<file path="src/rtl/flash_seq_pkg.sv">
// Shared command bytes, status decoding and sequencer state type.
package flash_seq_pkg;

    localparam logic [7:0] CMD_ERASE_ARM  = 8'h20;
    localparam logic [7:0] CMD_ERASE_GO   = 8'hD0;
    localparam logic [7:0] CMD_PROG_ARM   = 8'h40;
    localparam logic [7:0] CMD_STAT_QUERY = 8'h70;
    localparam logic [7:0] CMD_STAT_CLEAR = 8'h50;
    localparam logic [7:0] CMD_ARRAY_MODE = 8'hFF;

    localparam int         STAT_READY_BIT = 7;
    localparam logic [7:0] STAT_FAULT_MASK = 8'h38;
    localparam logic [7:0] BLANK_BYTE      = 8'hFF;

    typedef enum logic [3:0] {
        S_IDLE,
        S_ERA_ARM,
        S_ERA_GO,
        S_PRG_ARM,
        S_PRG_GAP,
        S_PRG_DATA,
        S_POLL_CMD,
        S_POLL_RD,
        S_CLEAR,
        S_ARRAY,
        S_VERIFY,
        S_DONE
    } seq_state_e;

    typedef enum logic {
        OP_ERASE   = 1'b0,
        OP_PROGRAM = 1'b1
    } seq_op_e;

endpackage

</file>
<file path="src/rtl/seq_gap_timer.sv">
// Setup-to-data spacing timer.
// Loading it starts a window of GAP_CYCLES cycles. `expired` is high in the
// last cycle of the window and stays high while idle.
// Assumes GAP_CYCLES >= 1.
module seq_gap_timer #(
    parameter int GAP_CYCLES = 125
) (
    input  logic clk,
    input  logic rst_n,
    input  logic load,
    output logic expired
);
    localparam int CNT_W = $clog2(GAP_CYCLES + 1);

    logic [CNT_W-1:0] cnt;

    // Count down from GAP_CYCLES-1 to zero after each load.
    always_ff @(posedge clk) begin
        if (!rst_n)
            cnt <= '0;
        else if (load)
            cnt <= CNT_W'(GAP_CYCLES - 1);
        else if (cnt != '0)
            cnt <= cnt - 1'b1;
    end

    assign expired = (cnt == '0);

    // once running, the window shrinks by exactly one per cycle.
    a_r4_gap_steps: assert property (@(posedge clk) disable iff (!rst_n)
        (!load && cnt != '0) |=> (cnt == $past(cnt) - 1'b1));

endmodule

</file>
<file path="src/rtl/seq_poll_counter.sv">
// Status-poll attempt counter.
// `last_try` is high while the read in progress is attempt number
// POLL_LIMIT. The owner bumps the count only on a not-ready read that is
// not the last try, so the count stays below POLL_LIMIT.
module seq_poll_counter #(
    parameter int POLL_LIMIT = 1000000
) (
    input  logic clk,
    input  logic rst_n,
    input  logic clear,
    input  logic bump,
    output logic last_try
);
    localparam int CNT_W = (POLL_LIMIT > 1) ? $clog2(POLL_LIMIT) : 1;

    logic [CNT_W-1:0] tries;

    // Track failed status reads since the last clear.
    always_ff @(posedge clk) begin
        if (!rst_n)
            tries <= '0;
        else if (clear)
            tries <= '0;
        else if (bump)
            tries <= tries + 1'b1;
    end

    assign last_try = (tries == CNT_W'(POLL_LIMIT - 1));

    // the attempt count never passes the limit.
    a_r9_poll_bound: assert property (@(posedge clk) disable iff (!rst_n)
        (int'(tries) < POLL_LIMIT));

    // no bump is requested on the final attempt.
    a_r9_no_bump_at_limit: assert property (@(posedge clk) disable iff (!rst_n)
        !(bump && last_try));

endmodule

</file>
<file path="src/rtl/seq_byte_index.sv">
// Byte offset within a bank, used by the program loop and the read-back.
// `at_end` marks the last offset of the bank.
module seq_byte_index #(
    parameter int OFS_W = 13
) (
    input  logic             clk,
    input  logic             rst_n,
    input  logic             clear,
    input  logic             step,
    output logic [OFS_W-1:0] idx,
    output logic             at_end
);
    // Walk offsets upward from zero.
    always_ff @(posedge clk) begin
        if (!rst_n)
            idx <= '0;
        else if (clear)
            idx <= '0;
        else if (step)
            idx <= idx + 1'b1;
    end

    assign at_end = &idx;

    // each step moves to the next offset and never skips one.
    a_r4_index_step: assert property (@(posedge clk) disable iff (!rst_n)
        (step && !clear) |=> (idx == OFS_W'($past(idx) + 1'b1)));

endmodule

</file>
<file path="src/rtl/flash_cmd_seq.sv">
// Bank erase / program sequencer for a command-and-status flash part.
// Assumptions: fl_rdata is valid during any fl_re cycle and is sampled at
// the closing edge; src_data answers src_addr in the same cycle; each
// fl_we or fl_re cycle is one complete bus access.
module flash_cmd_seq
    import flash_seq_pkg::*;
#(
    parameter int BANK_W     = 1,
    parameter int OFS_W      = 13,
    parameter int GAP_CYCLES = 125,
    parameter int POLL_LIMIT = 1000000
) (
    input  logic                    clk,
    input  logic                    rst_n,
    input  logic                    req_valid,
    input  logic                    req_prog,
    input  logic [BANK_W-1:0]       req_bank,
    output logic [OFS_W-1:0]        src_addr,
    input  logic [7:0]              src_data,
    output logic [BANK_W+OFS_W-1:0] fl_addr,
    output logic [7:0]              fl_wdata,
    input  logic [7:0]              fl_rdata,
    output logic                    fl_we,
    output logic                    fl_re,
    output logic                    busy,
    output logic                    done,
    output logic                    err_status,
    output logic                    err_timeout,
    output logic                    err_verify
);
    localparam int FA_W = BANK_W + OFS_W;

    seq_state_e        state, state_nx;
    seq_op_e           op_q;
    logic [BANK_W-1:0] bank_q;

    logic             accept;
    logic             gap_load, gap_expired;
    logic             poll_clear, poll_bump, poll_last;
    logic             idx_clear, idx_step, idx_end;
    logic [OFS_W-1:0] idx;
    logic             poll_ready, poll_fault, poll_give_up;
    logic [7:0]       vrf_expect;
    logic [FA_W-1:0]  base_addr, byte_addr;

    assign accept       = (state == S_IDLE) && req_valid;
    assign poll_ready   = fl_rdata[STAT_READY_BIT];
    assign poll_fault   = |(fl_rdata & STAT_FAULT_MASK);
    assign poll_give_up = (state == S_POLL_RD) && !poll_ready && poll_last;
    assign vrf_expect   = (op_q == OP_PROGRAM) ? src_data : BLANK_BYTE;
    assign base_addr    = {bank_q, {OFS_W{1'b0}}};
    assign byte_addr    = {bank_q, idx};

    seq_gap_timer #(.GAP_CYCLES(GAP_CYCLES)) u_gap (
        .clk     (clk),
        .rst_n   (rst_n),
        .load    (gap_load),
        .expired (gap_expired)
    );

    seq_poll_counter #(.POLL_LIMIT(POLL_LIMIT)) u_poll (
        .clk      (clk),
        .rst_n    (rst_n),
        .clear    (poll_clear),
        .bump     (poll_bump),
        .last_try (poll_last)
    );

    seq_byte_index #(.OFS_W(OFS_W)) u_idx (
        .clk    (clk),
        .rst_n  (rst_n),
        .clear  (idx_clear),
        .step   (idx_step),
        .idx    (idx),
        .at_end (idx_end)
    );

    // Helper control strobes derived from the current state.
    always_comb begin
        gap_load   = (state == S_PRG_ARM);
        poll_clear = (state == S_ERA_GO) || (state == S_PRG_DATA);
        poll_bump  = (state == S_POLL_RD) && !poll_ready && !poll_last;
        idx_clear  = accept || (state == S_ARRAY);
        idx_step   = ((state == S_POLL_RD) && poll_ready &&
                      (op_q == OP_PROGRAM) && !idx_end) ||
                     ((state == S_VERIFY) && !idx_end);
    end

    // Next-state decision for the command sequence.
    always_comb begin
        state_nx = state;
        unique case (state)
            S_IDLE:     if (req_valid) state_nx = req_prog ? S_PRG_ARM : S_ERA_ARM;
            S_ERA_ARM:  state_nx = S_ERA_GO;
            S_ERA_GO:   state_nx = S_POLL_CMD;
            S_PRG_ARM:  state_nx = S_PRG_GAP;
            S_PRG_GAP:  if (gap_expired) state_nx = S_PRG_DATA;
            S_PRG_DATA: state_nx = S_POLL_CMD;
            S_POLL_CMD: state_nx = S_POLL_RD;
            S_POLL_RD: begin
                if (poll_ready)
                    state_nx = ((op_q == OP_PROGRAM) && !idx_end) ? S_PRG_ARM : S_CLEAR;
                else if (poll_last)
                    state_nx = S_CLEAR;
                else
                    state_nx = S_POLL_CMD;
            end
            S_CLEAR:    state_nx = S_ARRAY;
            S_ARRAY:    state_nx = S_VERIFY;
            S_VERIFY:   if (idx_end) state_nx = S_DONE;
            S_DONE:     state_nx = S_IDLE;
            default:    state_nx = S_IDLE;
        endcase
    end

    // State, latched request and sticky error flags.
    always_ff @(posedge clk) begin
        if (!rst_n) begin
            state       <= S_IDLE;
            op_q        <= OP_ERASE;
            bank_q      <= '0;
            err_status  <= 1'b0;
            err_timeout <= 1'b0;
            err_verify  <= 1'b0;
        end else begin
            state <= state_nx;
            if (accept) begin
                op_q        <= req_prog ? OP_PROGRAM : OP_ERASE;
                bank_q      <= req_bank;
                err_status  <= 1'b0;
                err_timeout <= 1'b0;
                err_verify  <= 1'b0;
            end else begin
                if ((state == S_POLL_RD) && poll_ready && poll_fault)
                    err_status <= 1'b1;
                if (poll_give_up)
                    err_timeout <= 1'b1;
                if ((state == S_VERIFY) && (fl_rdata != vrf_expect))
                    err_verify <= 1'b1;
            end
        end
    end

    // Flash bus drive for each state.
    always_comb begin
        fl_we    = 1'b0;
        fl_re    = 1'b0;
        fl_addr  = base_addr;
        fl_wdata = 8'h00;
        unique case (state)
            S_ERA_ARM:  begin fl_we = 1'b1; fl_wdata = CMD_ERASE_ARM;  end
            S_ERA_GO:   begin fl_we = 1'b1; fl_wdata = CMD_ERASE_GO;   end
            S_PRG_ARM:  begin fl_we = 1'b1; fl_wdata = CMD_PROG_ARM;   fl_addr = byte_addr; end
            S_PRG_DATA: begin fl_we = 1'b1; fl_wdata = src_data;       fl_addr = byte_addr; end
            S_POLL_CMD: begin fl_we = 1'b1; fl_wdata = CMD_STAT_QUERY; end
            S_POLL_RD:  begin fl_re = 1'b1; end
            S_CLEAR:    begin fl_we = 1'b1; fl_wdata = CMD_STAT_CLEAR; end
            S_ARRAY:    begin fl_we = 1'b1; fl_wdata = CMD_ARRAY_MODE; end
            S_VERIFY:   begin fl_re = 1'b1; fl_addr = byte_addr; end
            default:    ;
        endcase
    end

    assign src_addr = idx;
    assign busy     = (state != S_IDLE);
    assign done     = (state == S_DONE);

    // the two strobes are exclusive.
    a_r1_one_strobe: assert property (@(posedge clk) disable iff (!rst_n)
        !(fl_we && fl_re));

    // the latched request does not change while an operation runs.
    a_r10_hold_request: assert property (@(posedge clk) disable iff (!rst_n)
        (state != S_IDLE) |=> ($stable(bank_q) && $stable(op_q)));

    // done is a single-cycle pulse followed by idle.
    a_r11_done_pulse: assert property (@(posedge clk) disable iff (!rst_n)
        done |=> (!done && !busy));

    // a fault flag survives until a new request is accepted.
    a_r6_fault_sticky: assert property (@(posedge clk) disable iff (!rst_n)
        (err_status && !accept) |=> err_status);

    // giving up on polling moves straight to the clear command.
    a_r9_giveup_to_clear: assert property (@(posedge clk) disable iff (!rst_n)
        poll_give_up |=> (fl_we && fl_wdata == CMD_STAT_CLEAR));

    // the clear command is followed at once by the array-mode command.
    a_r5_clear_then_array: assert property (@(posedge clk) disable iff (!rst_n)
        (state == S_CLEAR) |=> (fl_we && fl_wdata == CMD_ARRAY_MODE && fl_addr == base_addr));

endmodule

</file>
<file path="config.mk">
export PLATFORM = sky130hd
export DESIGN_NAME = flash_cmd_seq
export DESIGN_NICKNAME = d
export VERILOG_FILES = /design/src/rtl/flash_seq_pkg.sv /design/src/rtl/seq_gap_timer.sv /design/src/rtl/seq_poll_counter.sv /design/src/rtl/seq_byte_index.sv /design/src/rtl/flash_cmd_seq.sv
export SDC_FILE = /design/constraint.sdc
export NUM_CORES = 1
export LEC_CHECK = 0
export BUFFER_PORTS_ARGS = -buffer_cell sky130_fd_sc_hd__buf_2
export CORE_ASPECT_RATIO = 0.8
export CORE_UTILIZATION = 35
export DETAILED_ROUTE_END_ITERATION = 6
export REMOVE_ABC_BUFFERS = 1
export SKIP_LAST_GASP = 1
export SLEW_MARGIN = 15
export SYNTH_ARGS = -nofsm -noshare
export SYNTH_HDL_FRONTEND = slang
export SYNTH_SLANG_ARGS = --single-unit
</file>
<file path="constraint.sdc">
create_clock -name clk -period 2.65 [get_ports clk]
set_input_delay 0.265 -clock clk [delete_from_list [all_inputs] [get_ports clk]]
set_output_delay 0.265 -clock clk [all_outputs]
set_load 0.02 [all_outputs]
</file>
# After elaboration in Yosys (flattened, before gate mapping)
# Index checks and enable logic that the tools add are counted.
# totals
ff_bits,49
latch_bits,0
ramBits,0
romBits,0
in_bits,21
out_inout_bits,42
word_cells,79
memories,0
# op_classes
n_addsub,3
n_mul,0
div_mod_pow,0
n_lt_le_gt_ge,0
eq_ne,16
n_shift,0
muxes,16
bitwise,1
n_reduce_logical,33
# ops
operator,count
$pmux W8 S7,1
$pmux W4 S10,1
$mux W4,6
$add A20 B1 Y20 const B,1
$eq A20 B20 Y1 const B,1
$eq A4 B3 Y1 const B,4
$eq A4 B4 Y1 const B,4
$mux W7,2
$add A13 B1 Y13 const B,1
$mux W13,1
$reduce_and A13 Y1,1
$reduce_or A2 Y1,6
$logic_and A1 B1 Y1,11
$eq A4 B2 Y1 const B,2
$mux W8,1
$ne A8 B8 Y1,1
$logic_not A7 Y1,1
$reduce_bool A7 Y1,1
$reduce_or A7 Y1,1
$sub A7 B1 Y7 const B,1
$ne A2 B2 Y1 const B,3
$reduce_or A3 Y1,2
$eq A4 B1 Y1 const B,1
$logic_not A4 Y1,1
other kinds (8),14

# Depth between registers and ports, before layout
# Gate-level depths: netlist of run 1.
# logic_depth
depth_word,6
ltp_mapped,7
mapped_depth_nobuf,7

# Modules after synthesis
# A second synthesis of run 1 with hierarchy kept.
# unflattened
hier_cells,378
area_unflattened_um2,3042.9
# by_module_without_submodules
module,instances,cells_each,area_each_um2,seq_area_each_um2
flash_cmd_seq,1,158,1059.8,180.2
seq_poll_counter,1,108,937.1,400.4
seq_byte_index,1,71,645.6,260.2
seq_gap_timer,1,41,400.4,140.1

# Worst setup path after synthesis of run 1
# OpenSTA, ideal clock, no wires.
# synth_timing
kind,reg-to-reg
start,register u_poll.tries[7]
end,register u_poll.tries[1]
setup_ps,128
arrival_ps,1937
t_required_ps,2522
slack_ps,586
path_stages_with_launch,7
n_path_buf,1
synth_period_minus_slack_ps,2064
cell_sequence,dfxtp_1 > or4b_1 > or4_4 > buf_6 > o21ai_4 > mux2i_1 > nor2_1
# synth_between
elab_chain_len,3
# synth_rtl
item,line,text
"start, declared",seq_poll_counter.sv:16,logic [CNT_W-1:0] tries;
"start signal, assigned",seq_poll_counter.sv:25,tries <= tries + 1'b1;
$eq A20 B20 Y1,seq_poll_counter.sv:28,assign last_try = (tries == CNT_W'(POLL_LIMIT - 1));
$logic_not A1 Y1,flash_cmd_seq.sv:82,poll_bump = (state == S_POLL_RD) && !poll_ready && !poll_last;
$logic_and A1 B1 Y1,flash_cmd_seq.sv:82,
# No other way between the ends.
# A chain may end at the register's enable or synchronous reset.

# Final worst setup path of run 1
# layout_timing
start,register u_gap.cnt[0]
end,register state[0]
# layout_between
elab_chain_len,3
# layout_rtl
item,line,text
"start, declared",seq_gap_timer.sv:15,logic [CNT_W-1:0] cnt;
"start signal, assigned",seq_gap_timer.sv:22,cnt <= CNT_W'(GAP_CYCLES - 1);
"start signal, assigned",seq_gap_timer.sv:24,cnt <= cnt - 1'b1;
$logic_not A7 Y1,seq_gap_timer.sv:27,assign expired = (cnt == '0);
$ne A2 B2 Y1 (no line),--,
$reduce_and A3 Y1 (no line),--,
"end signal, assigned",flash_cmd_seq.sv:126,state <= state_nx;
"end, declared",flash_cmd_seq.sv:33,"seq_state_e state, state_nx;"
# No other way between the ends.

==> results by stage, run 1 <==
Route:
- The number of DRC markers in iteration 0 is 92.
- The DRC violations left is 0.
- After detailed routing, the number of vias per cell comes to roughly 5.3.
- The detail route stage leaves a number of antenna-violating nets equal to 0.
- The overall routed net length is between 6 and 7 mm.
- The total via count in the routed design is 2844.
- The average wire per cell in the routed design is 12.61 microns.
- The number of iterations in the first detailed-routing pass is 4.

Cells and area:
- The net count of the finished layout is approximately 460.
- The library cell used most frequently in the layout, excluding fill and tap cells, is sky130_fd_sc_hd__buf_2.
- The final cell area excluding filler cells is approximately 0.0034 sq mm.
- The core utilization of the finished layout is 0.4258.
- Relative to the synthesized area, the layout overhead comes to 17.92%.
- In the final layout, the share of cells above drive strength 1 is 0.1968.
- The library cells used most frequently in the layout, excluding fill and tap cells, are 62 x sky130_fd_sc_hd__buf_2, 49 x sky130_fd_sc_hd__dfxtp_1, 36 x sky130_fd_sc_hd__nor2_1.
- The antenna diode count is 0.

Worst hold path:
- The min-delay analysis places its worst path in the category in -> reg.

Timing:
- The number of hold-slack violations in the final timing report is 0.
- Setup total negative slack on the finished layout was measured at 0 ns.
- The clock tree skew after final layout is 0.01197 ns.
- The final-report max-slew violation count is 0.
- The final critical path time including I/O delays and setup is 2.255 ns.
- Static timing analysis puts the maximum clock frequency at 0.4435 GHz.
- For the pin with the worst max-slew slack, the measured transition is 0.6601 ns.
- The worst relative slew slack is 0.5586.
- Dividing the final minimum period by the clock period gives 0.8508.
- The final-report setup violation count is 0.
- Setup repair after global routing left no endpoint under its margin.

Placed design:
- The detailed-placement wirelength estimate is 5.000 mm.
- In this run the cell area measured after placement is 0.003293 sq mm.
- During placement, the flow inserted port buffers numbering a little over 60.
- Routability-driven placement finished with a final weighted congestion of 0.8274.

Clock tree:
- The clock passes through at most 2 buffers.
- The number of gates resized after cts is 0.
- The number of clock buffers added by TritonCTS is 5.
- The post-CTS repair timing setup buffer count is 0.
- The number of buffers inserted for hold repair after clock tree synthesis is 0.
- Clock-pin slew was measured on the worst setup and hold paths at 0.09 ns.
- The clock latency reported for the late side of the worst-skew pair is 0.31 ns.
- The number of levels in the clock H-tree is 2.
- TritonCTS built the clock tree.
- The tree built by TritonCTS fans out to 49 sinks.
- Clock tree synthesis selected as its root buffer the cell sky130_fd_sc_hd__clkbuf_8.

Synth:
- The post-synth design cell area is 0.002869 sq mm.
- For this run, the leading register cell type out of synthesis is sky130_fd_sc_hd__dfxtp_1.
- After synthesis, the mean cell area works out to just under 8 sq um.
- Synthesis produced a netlist whose cell count is 371.
- Counting flops and latches in the post-synthesis netlist gives 49.
- The Yosys step of the flow raised 0 warnings.
- Yosys mapped a number of flops with a built-in enable equal to 0.
- The async set-or-reset flop fraction in the synthesized netlist is 0.
- Synthesis instantiated 52 different standard cells from the library.
- The proportion of synthesized chip area in sequential cells is 0.3419.

Status:
- The run finished with clean final reports.

Floorplanning:
- From left edge to right edge, the die measures 103.2 microns.
- The floorplan step set the die height to 82.98 microns.
- The total area inside the core boundary comes to 0.007946 sq mm.
- The floorplan step defined a die boundary enclosing approximately 0.0086 sq mm.
- In this run the count of I/O pins placed on the die edge is 63.
- The starting utilization of the core area is 0.3610.
- The number of placement rows is 29.

Power:
- The power per unit of standard cell area is ~660 mW/mm^2.
- The leakage power figure is 1.331 nW.
- The worst supply voltage drop on vdd is approximately 0.49 mV.

Setup path:
- The nature of the critical path startpoint is a flip-flop.
- The worst setup path is captured at a flip-flop.
- The arrival time reported for the critical path endpoint is 2.46 ns.
- The critical path required time is 2.85 ns.
- The category of the critical setup timing path is reg -> reg.
- In this run the worst path has a maximum fanout of 5.

Global routing:
- After global routing the overflow that remains totals 0.
- The initial antenna violation count came to 0.
- Entering global routing, the biggest net connects 21 pins.
- The first global-routing pass estimated 11.47 mm of wire.
- In the global route stage, overall resource usage came out at 0.1668.
- The via count of the first global-routing pass is 2442.

Flow run:
- The max-cap violation count is 0.
-- stage by stage --
step	hold WS, ns	worst slack, ns	total power [mW]	std cells
floorplan	0.4005	0.3214	1.508	354
global placement	0.4631	0.4223	1.790	532
detailed placement	0.4560	0.4048	1.795	532
CTS	0.1914	0.1260	2.238	540
global route	0.2110	0.1962	2.378	540
finish	0.2019	0.3954	2.227	540
-- final cells by class --
type	count	area [sq um]
fillers	810	4563
multi-input cells	292	1764
flip-flops and latches	49	980.9
repair buffers	70	370.4
well taps	108	135.1
clock buffers	7	76.32
inverters	13	48.80
clock inverters	1	7.507
-- power breakdown --
part           internal (mW)  leakage, nW  switching [mW]
registers              0.803        0.397          0.0760
logic                  0.335        0.896           0.574
clock network          0.187       0.0385           0.252
-- layer usage --
layer  vias to the layer above  global-route usage  part of all wire
met1                      1305              0.2560              0.54
met5                         -                   0                 0
li1                       1466                   -                 -
met3                         7             0.03114             0.040
met4                         0             0.05122            0.0094
met2                        66              0.2321              0.41
-- critical path, cell delays in order, from the launching register on --
cell and delay, ns:
sky130_fd_sc_hd__dfxtp_1 0.31, sky130_fd_sc_hd__inv_1 0.10, sky130_fd_sc_hd__ha_1 0.19, sky130_fd_sc_hd__or3b_2 0.50
sky130_fd_sc_hd__or4_1 0.50, sky130_fd_sc_hd__nand3_1 0.12, sky130_fd_sc_hd__o2111ai_1 0.19, sky130_fd_sc_hd__a221oi_1 0.25
-- synthesized netlist by cell type (7+ instances only) --
master,n,area (sq um)
sky130_fd_sc_hd__dfxtp_1,49,980.9
sky130_fd_sc_hd__nor2_1,36,135.1
sky130_fd_sc_hd__nand2_1,35,131.4
sky130_fd_sc_hd__a21oi_1,33,165.2
sky130_fd_sc_hd__o21ai_0,23,115.1
sky130_fd_sc_hd__xor2_1,18,157.7
sky130_fd_sc_hd__or3_1,17,106.4
sky130_fd_sc_hd__nand3_1,16,80.08
sky130_fd_sc_hd__nor2b_1,14,87.58
sky130_fd_sc_hd__clkbuf_1,12,45.04
sky130_fd_sc_hd__inv_1,12,45.04
sky130_fd_sc_hd__nand4_1,12,75.07
sky130_fd_sc_hd__a31oi_1,7,43.79
sky130_fd_sc_hd__nand2b_1,7,43.79
-- registers in the layout, summed over array words and instances (netlist names) --
| register | flops |
|---|---|
| u_gap.cnt | 7 |
| state | 4 |
| bank_q | 1 |
| op_q | 1 |
| err_verify | 1 |
| err_timeout | 1 |
| err_status | 1 |
| u_idx.idx | 13 |
| u_poll.tries | 20 |
-- logic make-up (layout without fill, tap and decap cells) --
kind of cell / after synthesis / in the layout / share of synthesized area
flops: 49 / 49 / 0.3419
xor+xnor: 21 / 21 / 0.06411
fa+ha+maj: 3 / 3 / 0.01308
compound gates: 92 / 92 / 0.2002
buf+inv: 30 / 91 / 0.04535
simple gates: 173 / 173 / 0.3249
mux: 3 / 3 / 0.01047
-- final timing paths --
path	start	end	slack [ns]	cells after the start
setup / recovery	u_gap.cnt[0]	state[0]	0.40	7
hold / removal	req_bank	bank_q	0.20	3
setup reg to reg	u_gap.cnt[0]	state[0]	0.40	7
hold reg to reg	err_status	err_status	0.48	2
Note: power is estimated with default switching activity, not from simulation.
==> run 2: changes to the inputs <==
clock period = 2.78 ns   (was 2.65 ns; I/O delays follow)
==> run 2 against run 1 <==
Net effect: clock skew decreased by 0.0019 ns; sequential power down 3.0%; final cell count is the same; critical path type is now reg -> out.
==> results by stage, run 2 (synthesis gave the netlist of run 1 again) <==
Cells and area:
- The final cell count without fillers is 540.
- The final-layout fill cell count is between 800 and 900.
- In the final layout, the registers with the most flip-flops are u_poll.tries: 20 flops, u_idx.idx: 13 flops, u_gap.cnt: 7 flops.
- The library cell used most frequently in the layout, excluding fill and tap cells, is sky130_fd_sc_hd__buf_2.
- In the final layout, the share of cells above drive strength 1 is 0.2014.
- The antenna diode count is 0.
- The number of flip-flops in the largest register is 20.
- The flip-flop and latch area is 980.9 sq um.
- The register name with the most flops is u_poll.tries.
- From synthesis to final layout, the design area changed by 18.01%.
- The net count of the finished layout is 455.
- In the layout the commonest cells are 62 x sky130_fd_sc_hd__buf_2, 49 x sky130_fd_sc_hd__dfxtp_1, 36 x sky130_fd_sc_hd__nor2_1.
- The area used by multi-input combinational logic is 0.001764 sq mm.

Timing:
- The worst relative slew slack is 0.5699.
- The number of hold-slack violations in the final timing report is 0.
- Setup repair after global routing left no endpoint under its margin.
- The clock arrives with 0.01011 ns of skew.
- The measured slew at the worst slew-check pin is 0.6431 ns.
- Dividing the final minimum period by the clock period gives 0.8712.
- The final total negative setup slack is 0 ns.
- The final critical path time including I/O delays and setup is approximately 2.4 ns.
- Setup violations remaining at the end of the flow were counted as 0.
- Based on the critical path, the design can be clocked at up to 0.4129 GHz.
- The final-report max-slew violation count is 0.

Power:
- The analysis attributes to cell leakage a power of around 1.3 nW.
- For this design the ratio of total power to cell area is 624.1 mW/mm^2.
- IR analysis of the VDD net gives a maximum drop of 0.4362 mV.

Floorplanning:
- The initialized floorplan defines 29 standard-cell rows.
- The area of the placeable core is 0.007946 sq mm.
- During I/O placement, the number of pins put on the boundary was 63.
- For this configuration, the core starts out at a cell density of 0.3610.
- The die height is 82.98 microns.
- From left edge to right edge, the die measures 103.2 microns.
- The floorplan step defined a die boundary enclosing 0.008566 sq mm.

Global routing:
- The global-route congestion overflow total is 0.
- Entering global routing, the biggest net connects 21 pins.
- The global-route usage over all layers is 0.1650.
- The via count of the first global-routing pass is ~2500.
- The first global-routing pass estimated 11.43 mm of wire.
- The initial antenna violation count is 0.

Setup path:
- The slowest stage cell on the critical path is sky130_fd_sc_hd__dfxtp_1.
- The worst setup path is captured at an output port.
- The arrival time reported for the critical path endpoint is approximately 2.1 ns.
- Traced cell by cell, the critical path runs through nand2b_1 -> nor2_1 -> a31oi_2 -> nor2b_1 -> buf_2.
- Along the worst path, the maximum fanout reaches 16.
- The delay of the slowest critical-path stage is 0.63 ns.
- The category of the critical setup timing path is reg -> out.
- The critical path required time is 2.50 ns.
- STA classifies the critical path startpoint as a flip-flop.

Placed design:
- The global placement routability congestion is 0.8442.
- The total instance count after detailed placement is 532.
- Summed over all nets, the half-perimeter wirelength after detailed placement is between 5 and 6 mm.
- The number of buffers inserted by port buffering is 62.

Route:
- The via density per instance is 5.315.
- The DRC violations left is 0.
- The number of nets still failing antenna checks after routing is 0.
- The detailed router finished its first iteration with 93 violations.
- After detailed routing, the average wire length per cell comes to approximately 13 microns.
- The first detailed-routing pass ran for 4 iterations.
- After detailed routing, the total wire length is 6.776 mm.
- For this block, the via count after detailed routing is 2870.

Clock tree:
- The clock tree synthesis step divided the H-tree into 2 levels.
- The clock net in this run drives a total of 49 sinks.
- The master cell of the clock root buffer is sky130_fd_sc_hd__clkbuf_8.
- Post-CTS repair changed the size of 0 cells.
- The number of buffers inserted for hold repair after clock tree synthesis is 0.
- Clock-pin slew was measured on the worst setup and hold paths at 0.09 ns.
- The clock tree from TritonCTS is done.
- The clock latency reported for the late side of the worst-skew pair is 0.30 ns.
- After clock tree synthesis, the setup repair step added 0 buffers.
- The total CTS buffers is 5.
- The number of buffers on the longest clock path is 2.

Flow run:
- Across the run, the number of max-cap violations was 0.

Status:
- The run finished with clean final reports.

Worst hold path:
- The worst min-delay path category is in -> reg.
==> run 2: metrics by stage <==
stage | hold WS (ns) | utilization | power [mW] | cell area, sq um | worst slack [ns]
floorplan | 0.4135 | - | 1.438 | 2788 | 0.4514
global placement | 0.4661 | 0.4144 | 1.694 | 3293 | 0.4997
detailed placement | 0.4566 | 0.4144 | 1.706 | 3293 | 0.4232
CTS | 0.2342 | 0.4253 | 2.128 | 3379 | 0.08080
global route | 0.2643 | 0.4261 | 2.259 | 3386 | 0.1052
finish | 0.2389 | 0.4261 | 2.113 | 3386 | 0.3581
==> run 2: worst paths after layout <==
kind | start | endpoint | slack, ns | depth (start not counted)
setup / recovery | state[0] | fl_addr[11] | 0.36 | 5
hold / removal | req_bank | bank_q | 0.24 | 3
setup reg to reg | state[0] | u_idx.idx[10] | 0.51 | 6
hold reg to reg | err_status | err_status | 0.48 | 2
==> run 2: final cells by class <==
cell class	count	share of cell area
clock buffer	5	0.02033
sequential	49	0.2897
tap	108	0.03991
inverter	13	0.01441
multi-input combinational	292	0.5211
timing repair buffer	70	0.1094
clock inverter	3	0.005174
==> run 2: worst max-delay path, delay by kind of cell, from the launching register on <==
family	cells	cell delay, ns
simple gates	3	0.50
flops	1	0.63
compound gates	1	0.53
buf+inv	1	0.18
==> run 2: per-layer routing <==
layer	part of all wire	GRT usage	vias to the layer above
met1	0.53	0.2444	1353
met5	0	0	-
met4	0.0059	0.04225	0
met2	0.43	0.2430	49
met3	0.036	0.03114	4
li1	-	-	1464
==> run 2: report_power, final <==
part	leakage (nW)	total, mW	switching [mW]	internal, mW
logic	0.896	0.848	0.536	0.312
clock network	0.0439	0.413	0.239	0.174
registers	0.397	0.853	0.0869	0.766
